==> src/rtl/dag_pkg.sv <==
package dag_pkg;

    typedef enum logic [1:0] {
        STEP_1    = 2'd0,
        STEP_2    = 2'd1,
        STEP_4    = 2'd2,
        STEP_HOLD = 2'd3
    } step_code_e;

    typedef enum logic [1:0] {
        UNIT_1B = 2'd0,
        UNIT_2B = 2'd1,
        UNIT_4B = 2'd2
    } unit_code_e;

    localparam int NUM_LANES = 2;
    localparam int LANE_SRC  = 0;
    localparam int LANE_DST  = 1;

    function automatic logic [2:0] step_bytes(step_code_e code);
        case (code)
            STEP_1:  return 3'd1;
            STEP_2:  return 3'd2;
            STEP_4:  return 3'd4;
            default: return 3'd0;
        endcase
    endfunction

endpackage

==> src/rtl/dag_lane.sv <==
module dag_lane
    import dag_pkg::*;
#(
    parameter int ADDR_W   = 32,
    parameter int STRIDE_W = 16
) (
    input  logic                clk,
    input  logic                rst,
    input  logic                load,
    input  logic                step,
    input  logic                next_line,
    input  logic                restart,
    input  logic [ADDR_W-1:0]   base_in,
    input  logic [1:0]          inc_in,
    input  logic [STRIDE_W-1:0] stride_in,
    output logic [ADDR_W-1:0]   addr
);
    localparam int PAD_INC    = ADDR_W - 3;
    localparam int PAD_STRIDE = ADDR_W - STRIDE_W;

    logic [ADDR_W-1:0]   base_q;
    logic [ADDR_W-1:0]   line_q;
    logic [ADDR_W-1:0]   cur_q;
    step_code_e          inc_q;
    logic [STRIDE_W-1:0] stride_q;

    logic [ADDR_W-1:0] inc_ext;
    logic [ADDR_W-1:0] next_line_addr;

    always_comb begin
        inc_ext        = {{PAD_INC{1'b0}}, step_bytes(inc_q)};
        next_line_addr = line_q + {{PAD_STRIDE{1'b0}}, stride_q};
    end

    always_ff @(posedge clk) begin
        if (rst) begin
            base_q   <= '0;
            line_q   <= '0;
            cur_q    <= '0;
            inc_q    <= STEP_1;
            stride_q <= '0;
        end else if (load) begin
            base_q   <= base_in;
            line_q   <= base_in;
            cur_q    <= base_in;
            inc_q    <= step_code_e'(inc_in);
            stride_q <= stride_in;
        end else if (restart) begin
            line_q <= base_q;
            cur_q  <= base_q;
        end else if (next_line) begin
            line_q <= next_line_addr;
            cur_q  <= next_line_addr;
        end else if (step) begin
            cur_q <= cur_q + inc_ext;
        end
    end

    assign addr = cur_q;

    // with no advance request of any kind the address is held
    a_r12_addr_hold: assert property (@(posedge clk) disable iff (rst)
        (!load && !step && !next_line && !restart) |=> $stable(addr));

    // a restart lands on the base address captured at load
    a_r9_restart_base: assert property (@(posedge clk) disable iff (rst)
        (restart && !load) |=> (addr == base_q));

endmodule

==> src/rtl/dag_count.sv <==
module dag_count #(
    parameter int CNT_W  = 10,
    parameter int LINE_W = 10
) (
    input  logic              clk,
    input  logic              rst,
    input  logic              load,
    input  logic              adv,
    input  logic [CNT_W-1:0]  cnt_m1_in,
    input  logic [LINE_W-1:0] lines_m1_in,
    output logic              last_beat,
    output logic              last_line
);
    logic [CNT_W-1:0]  cnt_lim_q;
    logic [LINE_W-1:0] line_lim_q;
    logic [CNT_W-1:0]  beat_q;
    logic [LINE_W-1:0] line_q;

    always_ff @(posedge clk) begin
        if (rst) begin
            cnt_lim_q  <= '0;
            line_lim_q <= '0;
            beat_q     <= '0;
            line_q     <= '0;
        end else if (load) begin
            cnt_lim_q  <= cnt_m1_in;
            line_lim_q <= lines_m1_in;
            beat_q     <= '0;
            line_q     <= '0;
        end else if (adv) begin
            if (last_beat) begin
                beat_q <= '0;
                line_q <= last_line ? '0 : line_q + 1'b1;
            end else begin
                beat_q <= beat_q + 1'b1;
            end
        end
    end

    assign last_beat = (beat_q == cnt_lim_q);
    assign last_line = (line_q == line_lim_q);

    // the beat index never passes the programmed limit
    a_r5_beat_bound: assert property (@(posedge clk) disable iff (rst)
        beat_q <= cnt_lim_q);

    // the line index never passes the programmed line limit
    a_r7_line_bound: assert property (@(posedge clk) disable iff (rst)
        line_q <= line_lim_q);

endmodule

==> src/rtl/dma_addr_gen.sv <==
module dma_addr_gen
    import dag_pkg::*;
#(
    parameter int ADDR_W   = 32,
    parameter int CNT_W    = 10,
    parameter int LINE_W   = 10,
    parameter int STRIDE_W = 16
) (
    input  logic                clk,
    input  logic                rst,
    input  logic                start,
    input  logic                abort,
    input  logic [ADDR_W-1:0]   cfg_src_base,
    input  logic [ADDR_W-1:0]   cfg_dst_base,
    input  logic [1:0]          cfg_size,
    input  logic [1:0]          cfg_src_inc,
    input  logic [1:0]          cfg_dst_inc,
    input  logic [CNT_W-1:0]    cfg_cnt_m1,
    input  logic                cfg_rect_en,
    input  logic [LINE_W-1:0]   cfg_lines_m1,
    input  logic [STRIDE_W-1:0] cfg_src_stride,
    input  logic [STRIDE_W-1:0] cfg_dst_stride,
    input  logic                cfg_loop_en,
    output logic                beat_valid,
    input  logic                beat_ready,
    output logic [ADDR_W-1:0]   rd_addr,
    output logic [ADDR_W-1:0]   wr_addr,
    output logic [1:0]          beat_size,
    output logic                busy,
    output logic                done
);
    logic       busy_q;
    logic       done_q;
    logic       loop_q;
    unit_code_e size_q;

    logic load;
    logic fire;
    logic last_beat;
    logic last_line;
    logic end_pass;
    logic lane_step;
    logic lane_next_line;
    logic lane_restart;

    logic [LINE_W-1:0] lines_eff;

    always_comb begin
        load           = start && !busy_q && !abort;
        fire           = busy_q && beat_ready && !abort;
        end_pass       = fire && last_beat && last_line;
        lane_step      = fire && !last_beat;
        lane_next_line = fire && last_beat && !last_line;
        lane_restart   = end_pass;
        lines_eff      = cfg_rect_en ? cfg_lines_m1 : '0;
    end

    always_ff @(posedge clk) begin
        if (rst) begin
            busy_q <= 1'b0;
            done_q <= 1'b0;
            loop_q <= 1'b0;
            size_q <= UNIT_1B;
        end else begin
            done_q <= 1'b0;
            if (abort) begin
                busy_q <= 1'b0;
            end else if (load) begin
                busy_q <= 1'b1;
                loop_q <= cfg_loop_en;
                size_q <= unit_code_e'(cfg_size);
            end else if (end_pass && !loop_q) begin
                busy_q <= 1'b0;
                done_q <= 1'b1;
            end
        end
    end

    dag_count #(
        .CNT_W  (CNT_W),
        .LINE_W (LINE_W)
    ) u_count (
        .clk         (clk),
        .rst         (rst),
        .load        (load),
        .adv         (fire),
        .cnt_m1_in   (cfg_cnt_m1),
        .lines_m1_in (lines_eff),
        .last_beat   (last_beat),
        .last_line   (last_line)
    );

    logic [ADDR_W-1:0]   lane_base   [NUM_LANES];
    logic [1:0]          lane_inc    [NUM_LANES];
    logic [STRIDE_W-1:0] lane_stride [NUM_LANES];
    logic [ADDR_W-1:0]   lane_addr   [NUM_LANES];

    always_comb begin
        lane_base[LANE_SRC]   = cfg_src_base;
        lane_base[LANE_DST]   = cfg_dst_base;
        lane_inc[LANE_SRC]    = cfg_src_inc;
        lane_inc[LANE_DST]    = cfg_dst_inc;
        lane_stride[LANE_SRC] = cfg_src_stride;
        lane_stride[LANE_DST] = cfg_dst_stride;
    end

    for (genvar g = 0; g < NUM_LANES; g++) begin : g_lane
        dag_lane #(
            .ADDR_W   (ADDR_W),
            .STRIDE_W (STRIDE_W)
        ) u_lane (
            .clk       (clk),
            .rst       (rst),
            .load      (load),
            .step      (lane_step),
            .next_line (lane_next_line),
            .restart   (lane_restart),
            .base_in   (lane_base[g]),
            .inc_in    (lane_inc[g]),
            .stride_in (lane_stride[g]),
            .addr      (lane_addr[g])
        );
    end

    assign beat_valid = busy_q;
    assign busy       = busy_q;
    assign done       = done_q;
    assign beat_size  = size_q;
    assign rd_addr    = lane_addr[LANE_SRC];
    assign wr_addr    = lane_addr[LANE_DST];

    // reset leaves the block idle
    a_r1_reset_idle: assert property (@(posedge clk)
        rst |=> (!busy && !beat_valid && !done));

    // done lasts one cycle and coincides with idle
    a_r6_done_pulse: assert property (@(posedge clk) disable iff (rst)
        done |=> !done);
    a_r6_done_idle: assert property (@(posedge clk) disable iff (rst)
        done |-> (!busy && !beat_valid));

    // abort reaches idle with no completion
    a_r11_abort_idle: assert property (@(posedge clk) disable iff (rst)
        abort |=> (!busy && !done));

    // a start while busy leaves the latched size untouched
    a_r10_busy_start: assert property (@(posedge clk) disable iff (rst)
        (busy && start && !abort) |=> (busy || done) && $stable(beat_size));

    // an offered beat is held until taken
    a_r12_valid_hold: assert property (@(posedge clk) disable iff (rst)
        (beat_valid && !beat_ready && !abort) |=>
            (beat_valid && $stable(rd_addr) && $stable(wr_addr)));

endmodule

==> config.mk <==
export PLATFORM = sky130hd
export DESIGN_NAME = dma_addr_gen
export DESIGN_NICKNAME = d
export VERILOG_FILES = /design/src/rtl/dag_pkg.sv /design/src/rtl/dag_lane.sv /design/src/rtl/dag_count.sv /design/src/rtl/dma_addr_gen.sv
export SDC_FILE = /design/constraint.sdc
export NUM_CORES = 1
export LEC_CHECK = 0
export BUFFER_PORTS_ARGS = -buffer_cell sky130_fd_sc_hd__buf_2
export CORE_MARGIN = 2
export CORE_UTILIZATION = 60
export CTS_CLUSTER_DIAMETER = 100
export CTS_CLUSTER_SIZE = 25
export DETAILED_ROUTE_END_ITERATION = 12
export GPL_TIMING_DRIVEN = 0
export PLACE_DENSITY_LB_ADDON = 0.2
export REMOVE_ABC_BUFFERS = 1
export SLEW_MARGIN = 20
export SYNTH_ARGS = -nofsm -noshare
export SYNTH_HDL_FRONTEND = slang
export SYNTH_SLANG_ARGS = --single-unit
==> constraint.sdc <==
create_clock -name clk -period 6.8 [get_ports clk]
set_clock_uncertainty 0.1 [all_clocks]
set_input_delay 0.68 -clock clk [delete_from_list [all_inputs] [get_ports clk]]
set_output_delay 0.68 -clock clk [all_outputs]
set_load 0.02 [all_outputs]
==> run summary, run 1 <==
Number of pins with negative max-slew slack in the final report -> 0
Ratio of routed vias to standard cells -> 6.341
Area fraction of the dominant cell type after synthesis -> 36.03%
Synth-to-Final Area Change -> 12.32%
Top flip-flop cell by instance count after synthesis -> dfxtp_1
Critical path, cell by cell -> nand3b_1, buf_8, or4_1, nor3_4, buf_8, buf_8, nand2_1, nor4_1
First-pass iteration count of the detailed router -> 8
Cell at the slowest stage of the critical path -> nor3_4
Critical Path Start Type -> register
Pin count of the biggest net entering global routing -> 85
Met2 routed wirelength -> 21,580 um
Most common cell in the netlist -> nand2_1
Post-route minimum period -> 4485 ps
TritonCTS clock tree -> built
Nets -> 2,318
Sink of the worst hold path -> g_lane[0].u_lane.stride_q[15]$_SDFFE_PP0P_
Count of different cell masters after synthesis -> 82
Clock-pin slew on the worst setup and hold paths -> 100 ps
Clock Sinks -> 273
Total routed wire length on the met1 layer -> 19,120 um
Critical path start-end classification -> reg2reg
Most used cell along the critical path -> buf_8
Final hold violation count -> 0
Number of levels in the clock H-tree -> 1
Average routed wire per standard cell -> 19.35 um
Number of buffers created by CTS -> 14
Number of max-cap violations -> 0
Class of the tightest hold or removal check -> in2reg
CP required -> 7030 ps
Kind of end point of the critical path -> register
Critical register-to-register path endpoint -> done$_SDFF_PP0_
Hold path depth -> 3
Top-level I/O count -> 198
Via count of the first global-routing pass -> 14,660
DIE HEIGHT -> 163.0 um
Count of mapped cells out of synthesis -> 2,028
Pre-CTS WS -> 2200 ps
Global-route usage over all layers -> 35.32%
Leakage power total -> 6.707 nW
Total of buffers placed on input and output ports -> 197
IR Drop Worst-Case VDD -> 0.0001526 V
DP Cell Count -> 2,459
Max layer used -> met4
Register area share after synthesis -> 36.03%
Detailed-routed wire length on met3 -> 4943 um
Number of flops mapped to enable cells by yosys -> 0
Combinational family with the most area after synthesis -> compound AO/OA/AOI/OAI gates
Run status -> finished clean
Simple-gate share of the synthesized area -> 23.56%
Reg-to-reg setup timing slack -> 2320 ps
Worst relative slew slack -> 22.11%
Remaining design rule violation count -> 0
Post-synthesis mux area share -> 1.006%
Startpoint of the worst register-to-register path -> beat_valid$_SDFFE_PP0P_
Arrival time worst endpoint -> 4720 ps
Number of nets with antenna violations after detailed routing -> 0
Syn. warnings -> 0
Final WL -> 47,930 um
Startpoint of the tightest hold check path -> cfg_src_stride[15]
Cell taking the most area after synthesis -> dfxtp_1
Leftover overflow at the end of global routing -> 0
Achievable Freq -> 223.0 MHz
Final Setup Violations -> 0
Average instance area after synthesis -> 7.479 um2
Initial antenna violation count -> 2
Asr flop ratio synth -> 0%
Compound-Gate Fraction of Synth Area -> 25.14%
Global-route wire length before repair -> 75,630 um
Non-Filler Instances -> 2,477
Top cells by count, synth -> nand2_1, dfxtp_1, a21oi_1
Buffer count from post-CTS setup fixing -> 0
Worst-case setup margin in the final layout -> 2315 ps
Setup repair after global routing missed its margin -> no
Number of storage elements in the synthesis netlist -> 273
Initial detailed-routing violation count -> 1,809
Number of buffers inserted by hold repair at cts -> 0
Fraction of the cycle the final worst path needs -> 65.95%
XOR/XNOR share of the synthesized area -> 6.699%
Weighted congestion at the end of routability-driven global placement -> 0.9237
Post-synthesis instance area -> 15,170 um2
Via count -> 15,710
CP max stage delay -> 760 ps
Buffers and inverters on the worst path -> 3
Initial core utilization -> 60.76%
Core area -> 24,960 um2
Critical-path maximum fanout -> 17
Cells resized by post-CTS repair -> 0
Total half-perimeter wirelength after legalization and detailed placement -> 33,340 um
Maximum count of clock buffers along a single path -> 3
Power density relative to cell area -> 194.4 nW/um2
Row Count -> 58
Share of post-route cells with drive strength above 1 -> 12.73%
Clock Tree Root -> clkbuf_16
DIE WIDTH -> 163.0 um
Clock insertion delay at the later pin of the skew report -> 500 ps
Area of the die -> 26,570 um2
Count of cells along the worst register-to-register path -> 8
Adder-Cell Fraction of Synth Area -> 3.828%
Cell family with most CP delay -> simple AND/OR/NAND/NOR gates
Most area-consuming cells after synthesis -> dfxtp_1, nand2_1, a21oi_1
Slew of the pin with the lowest slew margin -> 1164 ps
[stage by stage]
stage	total power, mW	util [%]	setup TNS, ps	hold slack, ps	cell area, um2
final	3.312	68.24	0	303.9	17040
after global routing	3.441	68.22	0	299.6	17030
after CTS	3.296	68.21	0	306.0	17030
after detailed placement	2.384	66.65	0	348.6	16640
after global placement	2.351	64.45	-287430	341.2	16090
after floorplan	2.139	-	0	321.4	14690
[per-layer routing]
layer | GRT usage, % | vias up
met5 | 0 | -
met4 | 17.02 | 0
met3 | 6.697 | 180
met2 | 56.90 | 888
met1 | 45.62 | 7201
li1 | - | 7437
[flip-flops by register name (all words and copies together) (netlist names), 4 cells and up]
register / count
g_lane.u_lane.stride_q: 32
g_lane.u_lane.inc_q: 4
u_count.cnt_lim_q: 10
g_lane.u_lane.line_q: 64
u_count.line_q: 10
g_lane.u_lane.base_q: 64
g_lane.u_lane.addr: 64
u_count.line_lim_q: 10
u_count.beat_q: 10
[worst reg2reg max path, stage by stage (launching register included)]
cell      delay [ps]
dfxtp_1          520
nand3b_1         510
buf_8            360
or4_1            630
nor3_4           760
buf_8            260
buf_8            190
nand2_1          310
nor4_1           700
[power breakdown]
group / leakage [nW] / total, mW / switching (mW) / internal [mW]
Sequential: 2.23 / 1.77 / 0.0842 / 1.68
Clock: 0.192 / 0.946 / 0.537 / 0.410
Combinational: 4.28 / 0.601 / 0.375 / 0.225
[final cells by class]
cell class	count	area (um2)
Antenna cell	2	5.005
Clock buffer	16	389.1
Fill cell	2150	7929
Inverter	24	90.09
Multi-Input combinational cell	1609	9220
Sequential cell	273	5465
Tap cell	330	412.9
Timing Repair Buffer	223	1453
[cells by family after synthesis]
kind of cell	after synthesis
and+or+nand+nor	803
AOI/OAI and AO/OA	631
DFF	273
buffers and inverters	146
xor gates and xnor gates	116
adders and majority gates	44
muxes	15
[worst max-delay path by stage]
stage	startpoint	to	slack, ps	cells past startpoint
3_5_place_dp	abort	g_lane[1].u_lane.addr[21]$_SDFFE_PP0P_	2200	9
3_3_place_gp	abort	g_lane[1].u_lane.addr[21]$_SDFFE_PP0P_	-3280	7
5_1_grt	beat_valid$_SDFFE_PP0P_	g_lane[1].u_lane.addr[21]$_SDFFE_PP0P_	2360	8
6_report	beat_valid$_SDFFE_PP0P_	done$_SDFF_PP0_	2320	8
4_1_cts	beat_valid$_SDFFE_PP0P_	g_lane[1].u_lane.addr[21]$_SDFFE_PP0P_	2580	8
2_1_floorplan	abort	g_lane[1].u_lane.addr[21]$_SDFFE_PP0P_	540	6
[layout by cell type, fill, tap and decap left out, types with 8 or more instances in the layout]
cell type,Yosys,final
nor4_1,15,14
nor3_1,36,36
o21a_1,14,14
nor2b_1,11,11
nand4_1,26,26
nand2_1,378,374
a31oi_1,31,31
a221oi_1,8,8
o211ai_1,21,21
o221ai_1,16,16
a21o_1,22,22
or3_1,13,13
nand3b_1,8,8
o21ai_0,98,98
a21boi_0,8,8
nand3_1,51,49
a211oi_1,28,27
xor2_1,57,57
xnor2_1,59,59
buf_16,0,8
a21oi_1,252,252
clkbuf_16,0,15
nor2_1,190,184
o31ai_1,8,8
mux2i_1,13,13
dfxtp_1,273,273
and3_1,31,31
inv_1,24,24
and2_1,11,10
o21ai_1,47,47
buf_2,9,200
o22ai_1,15,15
ha_1,40,40
(Power assumes the default switching activity.)
==> run 2: changes to the inputs <==
CORE_UTILIZATION = 53   (was 60)
clock period = 3.8 ns   (was 6.8 ns; I/O delays follow)
==> run 2 against run 1 <==
  * Critical path depth is 2 higher
  * Clock-buffer cell count stayed put
  * Sequential share of layout area is 0.66 points lower
  * Die area is 13% higher
  * Total power is 81% higher
  * Wire length is 0.64% higher
  * First-iteration DRC count is 21% lower
  * Worst setup slack worse by 2100 ps
  * Critical path type unchanged
  * Combinational power is 81% higher
==> run summary, run 2 (same netlist as run 1, synthesis figures left out) <==
Run status -> finished clean
Number of buffers created by CTS -> 15 (+1)
Fraction of the cycle the final worst path needs -> 94.74% (+29 points)
Via count -> 15,550 (-0.99%)
Share of post-route cells with drive strength above 1 -> 12.71% (-0.015 points)
Final Setup Violations -> 0 (unchanged)
Class of the tightest hold or removal check -> in2reg
Total half-perimeter wirelength after legalization and detailed placement -> 33,740 um (+1.2%)
IR Drop Worst-Case VDD -> 0.0002572 V (+69%)
Pre-CTS WS -> -549.6 ps (-2749 ps)
DIE WIDTH -> 173.2 um (+6.2%)
Synth-to-Final Area Change -> 14.66%
Total of buffers placed on input and output ports -> 197 (unchanged)
Hold path depth -> 3 (unchanged)
Sequential group share of total power -> 52.6% (-0.7 points)
Logic pwr share -> 18.1% (about the same)
Clock Sinks -> 273 (unchanged)
Slew of the pin with the lowest slew margin -> 1226 ps (+61.47 ps)
Reg-to-reg setup timing slack -> 200 ps (-2120 ps)
DP Cell Count -> 2,506 (+1.9%)
Area of the die -> 29,990 um2 (+13%)
Power density relative to cell area -> 345.4 nW/um2 (+78%)
Average routed wire per standard cell -> 18.86 um (-2.5%)
Worst-case setup margin in the final layout -> 199.9 ps (-2115 ps)
Critical Path Start Type -> register
TritonCTS clock tree -> built
Leakage power total -> 6.829 nW (+1.8%)
Pint -> 4.170 mW (+80%)
Clock Power Share -> 29.3% (+0.7 points)
Kind of end point of the critical path -> register
CP required -> 4100 ps (-2930 ps)
Global-route usage over all layers -> 30.94% (-4.4 points)
Critical register-to-register path endpoint -> g_lane[0].u_lane.addr[20]$_SDFFE_PP0P_
First-pass iteration count of the detailed router -> 5 (-3)
Post-route minimum period -> 3600 ps (-884.8 ps)
Remaining design rule violation count -> 0 (unchanged)
Non-Filler Instances -> 2,557 (+3.2%)
Switching share of total power -> 30.58% (+0.50 points)
Via count of the first global-routing pass -> 14,460 (-1.3%)
Worst relative slew slack -> 17.99% (-4.1 points)
Post-route standard cell area excluding fillers -> 17,390 um2 (+2.1%)
Count of cells along the worst register-to-register path -> 10 (+2)
Initial antenna violation count -> 1 (-1)
Sequential cell area -> 5465 um2 (unchanged)
Final WL -> 48,230 um (+0.64%)
Setup tns final -> 0 ps (unchanged)
Critical path start-end classification -> reg2reg
Number of pins with negative max-slew slack in the final report -> 0 (unchanged)
Most common library cell in the layout ignoring fill and taps -> nand2_1
Arrival time worst endpoint -> 3900 ps (-820 ps)
Top library cells by usage in the layout, fill and taps aside -> nand2_1, dfxtp_1, a21oi_1
Sink of the worst hold path -> g_lane[1].u_lane.base_q[2]$_SDFFE_PP0P_
Startpoint of the tightest hold check path -> cfg_dst_base[2]
Maximum count of clock buffers along a single path -> 3 (unchanged)
WHS -> 9.699 ps (-294.2 ps)
Weighted congestion at the end of routability-driven global placement -> 0.8944 (-3.2%)
Row Count -> 61 (+5.2%)
Clock-pin slew on the worst setup and hold paths -> 100 ps (about the same)
Area of the multi-input gates -> 9228 um2 (about the same)
Global-route wire length before repair -> 76,310 um (+0.90%)
Critical-path maximum fanout -> 7 (-10)
Placed Area -> 16,650 um2 (about the same)
Achievable Freq -> 277.8 MHz (+25%)
Number of max-cap violations -> 0 (unchanged)
Number of levels in the clock H-tree -> 1 (unchanged)
DIE HEIGHT -> 173.2 um (+6.2%)
Initial detailed-routing violation count -> 1,429 (-21%)
Antenna cells -> 0 (-2)
Initial core utilization -> 54.15% (-6.6 points)
Fill cells -> 2,640 (+23%)
End-of-flow core utilization -> 62.09% (-6.2 points)
Pin count of the biggest net entering global routing -> 126 (+48%)
Setup repair after global routing missed its margin -> no
Startpoint of the worst register-to-register path -> g_lane[0].u_lane.stride_q[0]$_SDFFE_PP0P_
Post-route total power -> 6.007 mW (+81%)
Number of nets with antenna violations after detailed routing -> 0 (unchanged)
Clock insertion delay at the later pin of the skew report -> 530 ps (+30 ps)
Final hold violation count -> 0 (unchanged)
Core area -> 28,010 um2 (+12%)
Leftover overflow at the end of global routing -> 0 (unchanged)
Top-level I/O count -> 198 (unchanged)
Power dissipated by switching net loads -> 1.837 mW (+84%)
Nets -> 2,349 (+1.3%)
Ratio of routed vias to standard cells -> 6.082 (-4.1%)
Clock Tree Root -> clkbuf_16
## run 2: cell types whose count changed in the layout (fill, tap and decap cells not counted), moves of 2 or more
cell and change:
dlygate4sd3_1 +30, diode_2 -2, buf_16 -3, buf_12 +2
## run 2: how the worst max path moves through the flow
stage / cells past startpoint / endpoint / from / slack (ps)
floorplan: 6 / g_lane[1].u_lane.addr[21]$_SDFFE_PP0P_ / beat_valid$_SDFFE_PP0P_ / -2460
global placement: 7 / g_lane[1].u_lane.addr[21]$_SDFFE_PP0P_ / abort / -6190
detailed placement: 9 / g_lane[1].u_lane.addr[21]$_SDFFE_PP0P_ / abort / -550
CTS: 10 / g_lane[0].u_lane.addr[20]$_SDFFE_PP0P_ / g_lane[0].u_lane.stride_q[0]$_SDFFE_PP0P_ / 320
global route: 9 / g_lane[1].u_lane.addr[21]$_SDFFE_PP0P_ / g_lane[1].u_lane.stride_q[2]$_SDFFE_PP0P_ / 170
finish: 10 / g_lane[0].u_lane.addr[20]$_SDFFE_PP0P_ / g_lane[0].u_lane.stride_q[0]$_SDFFE_PP0P_ / 200
## run 2: worst max-delay path: stages, from the launching register on
cell      delay [ps]
dfxtp_1          330
ha_1             230
fa_1             420
a21o_1           200
a221oi_2         440
o221ai_1         270
a211oi_2         620
buf_4            270
nor2_1            80
or3_1            300
a31o_1           200
## run 2: repair_timing
action,4_1_cts,5_1_grt
hold endpoints to repair,30,0
buffers inserted,1,0
gates resized for setup,2,0
setup endpoints to repair,46,0
hold buffers,30,0
## run 2: per-layer routing
layer	track usage, %	share of wire, %	up-vias
met5	0	0.023	-
met4	11.79	3.7	2
met3	4.354	8.9	119
met2	51.02	46	734
met1	41.11	42	7204
li1	-	-	7492
## run 2: area by class of cell
type	count	area share, %
clock buffer	16	2.180
clock inverter	4	0.2374
inverter	24	0.5180
tap	378	2.720
multi-input combinational	1609	53.06
sequential	273	31.43
timing repair buffer	253	9.857
## run 2: power groups by stage
stage,combinational (mW),clock [mW],sequential (mW)
4_1_cts,1.08,1.79,3.15
3_5_place_dp,1.05,0,3.22
2_1_floorplan,0.595,0,3.23
6_report,1.09,1.76,3.16
5_1_grt,1.20,1.88,3.18
3_3_place_gp,1.01,0,3.21
